--- src/rtl/dualread_regfile_pkg.sv ---
package dualread_regfile_pkg;
  typedef enum logic {PH_READ = 1'b0, PH_WRITE = 1'b1} phase_t;

  // Address seen by a single-port copy in a given phase.
  function automatic logic [7:0] port_addr(input phase_t ph,
                                           input logic [7:0] raddr,
                                           input logic [7:0] waddr);
    return (ph == PH_READ) ? raddr : waddr;
  endfunction

  function automatic phase_t phase_next(input phase_t ph);
    return (ph == PH_READ) ? PH_WRITE : PH_READ;
  endfunction
endpackage

--- src/rtl/rf_phase_gen.sv ---
module rf_phase_gen
  import dualread_regfile_pkg::*;
(
  input  logic   clk,
  input  logic   rst_n,
  output phase_t phase
);
  always_ff @(posedge clk) begin
    if (!rst_n) phase <= PH_READ;
    else        phase <= phase_next(phase);
  end

  p_phase_toggles_r2: assert property (@(posedge clk) disable iff (!rst_n)
    1'b1 |=> (phase != $past(phase)));
endmodule

--- src/rtl/rf_sp_bank.sv ---
module rf_sp_bank #(
  parameter int DATA_W = 32,
  parameter int DEPTH  = 16,
  localparam int ADDR_W = $clog2(DEPTH)
) (
  input  logic              clk,
  input  logic              rst_n,
  input  logic [ADDR_W-1:0] addr,
  input  logic              we,
  input  logic [DATA_W-1:0] wdata,
  output logic [DATA_W-1:0] rdata
);
  logic [DATA_W-1:0] mem [DEPTH];

  always_ff @(posedge clk) begin
    if (!rst_n) begin
      for (int i = 0; i < DEPTH; i++) mem[i] <= '0;
    end else if (we) begin
      mem[addr] <= wdata;
    end
  end

  assign rdata = mem[addr];

  // an idle tick leaves the addressed entry unchanged
  p_idle_keeps_entry_r7: assert property (@(posedge clk) disable iff (!rst_n)
    !we |=> (mem[$past(addr)] == $past(rdata)));
endmodule

--- src/rtl/rf_hold_reg.sv ---
module rf_hold_reg
  import dualread_regfile_pkg::*;
#(
  parameter int DATA_W = 32
) (
  input  logic              clk,
  input  logic              rst_n,
  input  phase_t            phase,
  input  logic [DATA_W-1:0] d,
  output logic [DATA_W-1:0] q
);
  always_ff @(posedge clk) begin
    if (!rst_n)                q <= '0;
    else if (phase == PH_READ) q <= d;
  end

  p_hold_in_write_r5: assert property (@(posedge clk) disable iff (!rst_n)
    (phase == PH_WRITE) |=> $stable(q));
endmodule

--- src/rtl/dualread_regfile.sv ---
module dualread_regfile
  import dualread_regfile_pkg::*;
#(
  parameter int DATA_W = 32,
  parameter int DEPTH  = 16,
  localparam int ADDR_W = $clog2(DEPTH),
  localparam int NCOPY  = 2
) (
  input  logic              clk,
  input  logic              rst_n,
  input  logic [ADDR_W-1:0] rd0_addr,
  input  logic [ADDR_W-1:0] rd1_addr,
  input  logic              wr_en,
  input  logic [ADDR_W-1:0] wr_addr,
  input  logic [DATA_W-1:0] wr_data,
  input  logic [ADDR_W-1:0] tmp_rd_addr,
  input  logic              tmp_wr_en,
  input  logic [ADDR_W-1:0] tmp_wr_addr,
  input  logic [DATA_W-1:0] tmp_wr_data,
  output logic [DATA_W-1:0] rd0_data,
  output logic [DATA_W-1:0] rd1_data,
  output logic [DATA_W-1:0] tmp_rd_data,
  output logic              rd_phase
);
  phase_t phase;
  logic   wr_strobe;
  logic   tmp_wr_strobe;
  logic [ADDR_W-1:0] rd_addr [NCOPY];
  logic [DATA_W-1:0] copy_q  [NCOPY];
  logic [DATA_W-1:0] held_q  [NCOPY];
  logic [ADDR_W-1:0] tmp_addr;
  logic [DATA_W-1:0] tmp_q;

  rf_phase_gen u_phase (.clk(clk), .rst_n(rst_n), .phase(phase));

  assign rd_phase      = (phase == PH_READ);
  assign wr_strobe     = wr_en & (phase == PH_WRITE);
  assign tmp_wr_strobe = tmp_wr_en & (phase == PH_WRITE);
  assign rd_addr[0]    = rd0_addr;
  assign rd_addr[1]    = rd1_addr;

  for (genvar c = 0; c < NCOPY; c++) begin : g_copy
    logic [7:0] a8;
    logic [ADDR_W-1:0] a;
    assign a8 = port_addr(phase, 8'(rd_addr[c]), 8'(wr_addr));
    assign a  = a8[ADDR_W-1:0];

    rf_sp_bank #(.DATA_W(DATA_W), .DEPTH(DEPTH)) u_bank (
      .clk(clk), .rst_n(rst_n), .addr(a), .we(wr_strobe),
      .wdata(wr_data), .rdata(copy_q[c]));

    rf_hold_reg #(.DATA_W(DATA_W)) u_hold (
      .clk(clk), .rst_n(rst_n), .phase(phase), .d(copy_q[c]), .q(held_q[c]));
  end

  logic [7:0] tmp_a8;
  assign tmp_a8   = port_addr(phase, 8'(tmp_rd_addr), 8'(tmp_wr_addr));
  assign tmp_addr = tmp_a8[ADDR_W-1:0];

  rf_sp_bank #(.DATA_W(DATA_W), .DEPTH(DEPTH)) u_tmp_bank (
    .clk(clk), .rst_n(rst_n), .addr(tmp_addr), .we(tmp_wr_strobe),
    .wdata(tmp_wr_data), .rdata(tmp_q));

  rf_hold_reg #(.DATA_W(DATA_W)) u_tmp_hold (
    .clk(clk), .rst_n(rst_n), .phase(phase), .d(tmp_q), .q(tmp_rd_data));

  assign rd0_data = held_q[0];
  assign rd1_data = held_q[1];

  // the copies agree whenever both ports read one address
  p_copies_agree_r4: assert property (@(posedge clk) disable iff (!rst_n)
    (phase == PH_READ && rd0_addr == rd1_addr) |=> (rd0_data == rd1_data));

  // held outputs move only after a read-phase tick
  p_out_change_after_read_r5: assert property (@(posedge clk) disable iff (!rst_n)
    (rd0_data != $past(rd0_data)) |-> ($past(phase) == PH_READ));
endmodule

--- config.mk ---
export PLATFORM = sky130hd
export DESIGN_NAME = dualread_regfile
export DESIGN_NICKNAME = d
export VERILOG_FILES = /design/src/rtl/dualread_regfile_pkg.sv /design/src/rtl/rf_phase_gen.sv /design/src/rtl/rf_sp_bank.sv /design/src/rtl/rf_hold_reg.sv /design/src/rtl/dualread_regfile.sv
export SDC_FILE = /design/constraint.sdc
export NUM_CORES = 2
export LEC_CHECK = 0
export ABC_AREA = 1
export CORE_UTILIZATION = 40
export DETAILED_ROUTE_END_ITERATION = 10
export GPL_TIMING_DRIVEN = 1
export HOLD_SLACK_MARGIN = 0.15
export SYNTH_ARGS = -nofsm -noshare
export SYNTH_HDL_FRONTEND = slang
export SYNTH_SLANG_ARGS = --single-unit
--- constraint.sdc ---
create_clock -name clk -period 7.8 [get_ports clk]
set_input_delay 1.56 -clock clk [delete_from_list [all_inputs] [get_ports clk]]
set_output_delay 1.56 -clock clk [all_outputs]
set_load 0.05 [all_outputs]
==> metrics.log <==
INFO  metric topRoutingLayerUsed = met5
INFO  metric wl_met1 = 96040 um
INFO  metric seq_area = 48070 um^2
INFO  metric tns = 0 ns
INFO  metric synth_warn = 0
INFO  metric period_needed = 4.887 ns
INFO  metric worst_clock_skew = 0.07247 ns
INFO  metric drive_above_1_share = 0.05562
INFO  metric final_common_cell = sky130_fd_sc_hd__nand2_1
INFO  metric flow.area_growth_from_synthesis = 12.01%
INFO  metric final_core_util = 0.4508
INFO  metric hold-worst-slack = 0.4477 ns
INFO  metric final_nets = 8263
INFO  metric power.share.sequential = 0.494
INFO  metric syn-cell-area = 74630 um^2
INFO  metric synth_area_leader_cell = sky130_fd_sc_hd__edfxtp_1
INFO  metric crit_arrival = 5.27 ns
INFO  metric grt_setup_unrepaired = false
INFO  metric multiInputGateArea = 23900 um^2
INFO  metric initialDrtViolationCount = 6423
INFO  metric cts_buffers = 177
INFO  metric irDropWorstVdd = 189.4 uV
INFO  metric routed-via-count = 57450
INFO  metric synth_top_cell_area_share = 0.6181
INFO  metric relSlewSlack = 0.2115
INFO  metric viasPerCell = 5.316
INFO  metric fmax = 204.6 MHz
INFO  metric track_usage = 0.2447
INFO  metric place_hpwl = 126600 um
INFO  metric insertion_delay = 0.84 ns
INFO  metric yosys_register_bits = 1633
INFO  metric design_power_total = 20.33 mW
INFO  metric initial_utilization = 0.4025
INFO  metric cp.required = 8.19 ns
INFO  metric post_synth_inst_count = 8372
INFO  metric clock_tree.buffer_depth = 3
INFO  metric power.static_leakage = 37.04 nW
INFO  metric chipWidth = 433.9 um
INFO  metric worstSetupEndpointType = flip-flop
INFO  metric top_library_cells_by_usage_in_the_layout_fill_and_taps_aside = sky130_fd_sc_hd__nand2_1 (3659), sky130_fd_sc_hd__nor2_1 (1536), sky130_fd_sc_hd__edfxtp_1 (1536)
INFO  metric finalMaxSlewViolations = 0
INFO  metric yosys-top-cells-area = sky130_fd_sc_hd__edfxtp_1 (62%), sky130_fd_sc_hd__nand2_1 (19%), sky130_fd_sc_hd__nor2_1 (7.7%)
INFO  metric wl_met2 = 109700 um
INFO  metric grt_max_degree = 194
INFO  metric clk_root_buffer_cell = sky130_fd_sc_hd__clkbuf_16
INFO  metric count_of_instances_resized_after_the_clock_tree_is_built = 0
INFO  metric num-fill-cells = 17740
INFO  metric synth_nets = 8460
INFO  metric max_cap_violations = 0
INFO  metric min_path_type = flip-flop to flip-flop
INFO  metric cts_post_setup_buffers_inserted = 0
INFO  metric worst_pin_slew = 1.183 ns
INFO  metric outcome = finished, final reports clean
INFO  metric fin_crit_share = 0.6265
INFO  metric worst_setup_path_start_kind = primary input
INFO  metric switching_power = 5.432 mW
INFO  metric grt_pass1_wl = 346300 um
INFO  metric synthesis.area_per_instance = 8.914 um^2
INFO  metric clkSlewWorstSetupHoldPaths = 0.05 ns
INFO  metric first_global_vias = 54630
INFO  metric sw_frac_of_total = 0.2672
INFO  metric place_congestion = 0.8238
INFO  metric antenna_violating_nets_post_route = 0
INFO  metric antenna_found_initial = 3
INFO  metric io_buffer_count = 184
INFO  metric route.final.wire_length = 233600 um
INFO  metric clockPowerShare = 0.397
INFO  metric die_h = 433.9 um
INFO  metric number_of_iterations_in_the_first_detailed_routing_pass = 6
INFO  metric cts-hold-fix-buffers = 0
INFO  metric routedWlPerCell = 21.61 um
INFO  metric total_grt_overflow = 0
INFO  metric drt_drc_violations_left = 0
INFO  metric worst-setup-path-type = primary input to flip-flop
INFO  metric internal_power = 14.90 mW
INFO  metric cts_tree = yes
INFO  metric synth-seq-area-share = 0.6441
INFO  metric power.combinational.fraction = 0.109
INFO  metric ios = 185
INFO  metric setup_viol = 0
INFO  metric path_max_fanout = 70
INFO  metric rows = 158
INFO  metric areal_power_density_over_the_cells = 243.2 nW/um^2
INFO  metric hold_viol_final = 0
INFO  metric cts_max_level = 4
INFO  metric cts.sink_count = 1633
INFO  metric post_synth_num_cell_types = 25
INFO  metric floorplan.die_area = 188300 um^2
INFO  metric met3_wirelength = 19020 um
INFO  metric core_area = 185400 um^2
[sequential cells by signal (all words and copies together) (netlist names)]
name,cells
u_tmp_hold.q,32
u_phase.phase,1
g_copy.u_hold.q,64
u_tmp_bank.mem,512
g_copy.u_bank.mem,1024
[metrics by stage]
| stage | std cells | area [um^2] | setup WS (ns) |
|---|---|---|---|
| floorplan | 8372 | 74630 | 4.085 |
| global placement | 10480 | 78080 | 2.174 |
| detailed placement | 10480 | 78080 | 2.112 |
| CTS | 10810 | 83590 | 2.955 |
| global route | 10810 | 83590 | 2.810 |
| finish | 10810 | 83590 | 2.913 |
[path summary, 6_finish.rpt]
| check | to | slack, ns | cells after the start | from |
|---|---|---|---|---|
| worst max register to register | g_copy[1].u_bank.mem[12][26] | 3.02 | 9 | u_phase.phase |
| worst max-delay path | g_copy[1].u_bank.mem[7][31] | 2.91 | 7 | wr_addr[0] |
| worst min-delay path | g_copy[0].u_hold.q[24] | 0.45 | 2 | g_copy[0].u_hold.q[24] |
| worst min register to register | g_copy[0].u_hold.q[24] | 0.45 | 2 | g_copy[0].u_hold.q[24] |
[cells by family after synthesis]
logic type             synth area share
and+or+nand+nor                  0.3077
DFF                              0.6441
buffers and inverters           0.04096
AOI/OAI and AO/OA              0.007260
[worst max-delay path, cell delays in order]
cell	delay [ns]
sky130_fd_sc_hd__clkdlybuf4s50_1	0.66
sky130_fd_sc_hd__nand2_8	0.35
sky130_fd_sc_hd__nand2_4	0.32
sky130_fd_sc_hd__inv_1	0.11
sky130_fd_sc_hd__nor3_2	0.60
sky130_fd_sc_hd__nand2_4	0.52
sky130_fd_sc_hd__nand2_2	1.01
[cell type report]
class	count	area share
repair buffers	293	0.03239
diodes	2	0.00005987
well taps	2480	0.03712
flip-flops and latches	1633	0.5750
clock buffers	243	0.05817
clock inverters	86	0.007724
inverters	78	0.003622
multi-input cells	5992	0.2859
[per-layer routing]
metal	global-route usage	vias to the layer above
li1	-	26490
met3	0.03496	390
met4	0.09472	2
met2	0.3959	2499
met1	0.3322	28070
met5	0	-
[cell usage after synthesis (all sizes together)]
| library cell | number |
|---|---|
| or2 | 2 |
| nand3 | 608 |
| a21oi | 4 |
| dfxtp | 97 |
| clkbuf | 431 |
| clkinv | 1 |
| o21ai | 99 |
| nand2 | 3728 |
| nor3 | 8 |
| nor2 | 1543 |
| edfxtp | 1536 |
| inv | 77 |
| buf | 238 |
[power by group through the flow]
stage / Sequential (mW) / Combinational (mW) / Clock [mW]
detailed placement: 10.2 / 2.20 / 0
global placement: 10.2 / 2.19 / 0
floorplan: 10.4 / 1.22 / 0
global route: 10.1 / 2.39 / 8.47
finish: 10.0 / 2.22 / 8.06
CTS: 10.0 / 2.21 / 8.15
Note: power is estimated with default switching activity, not from simulation.
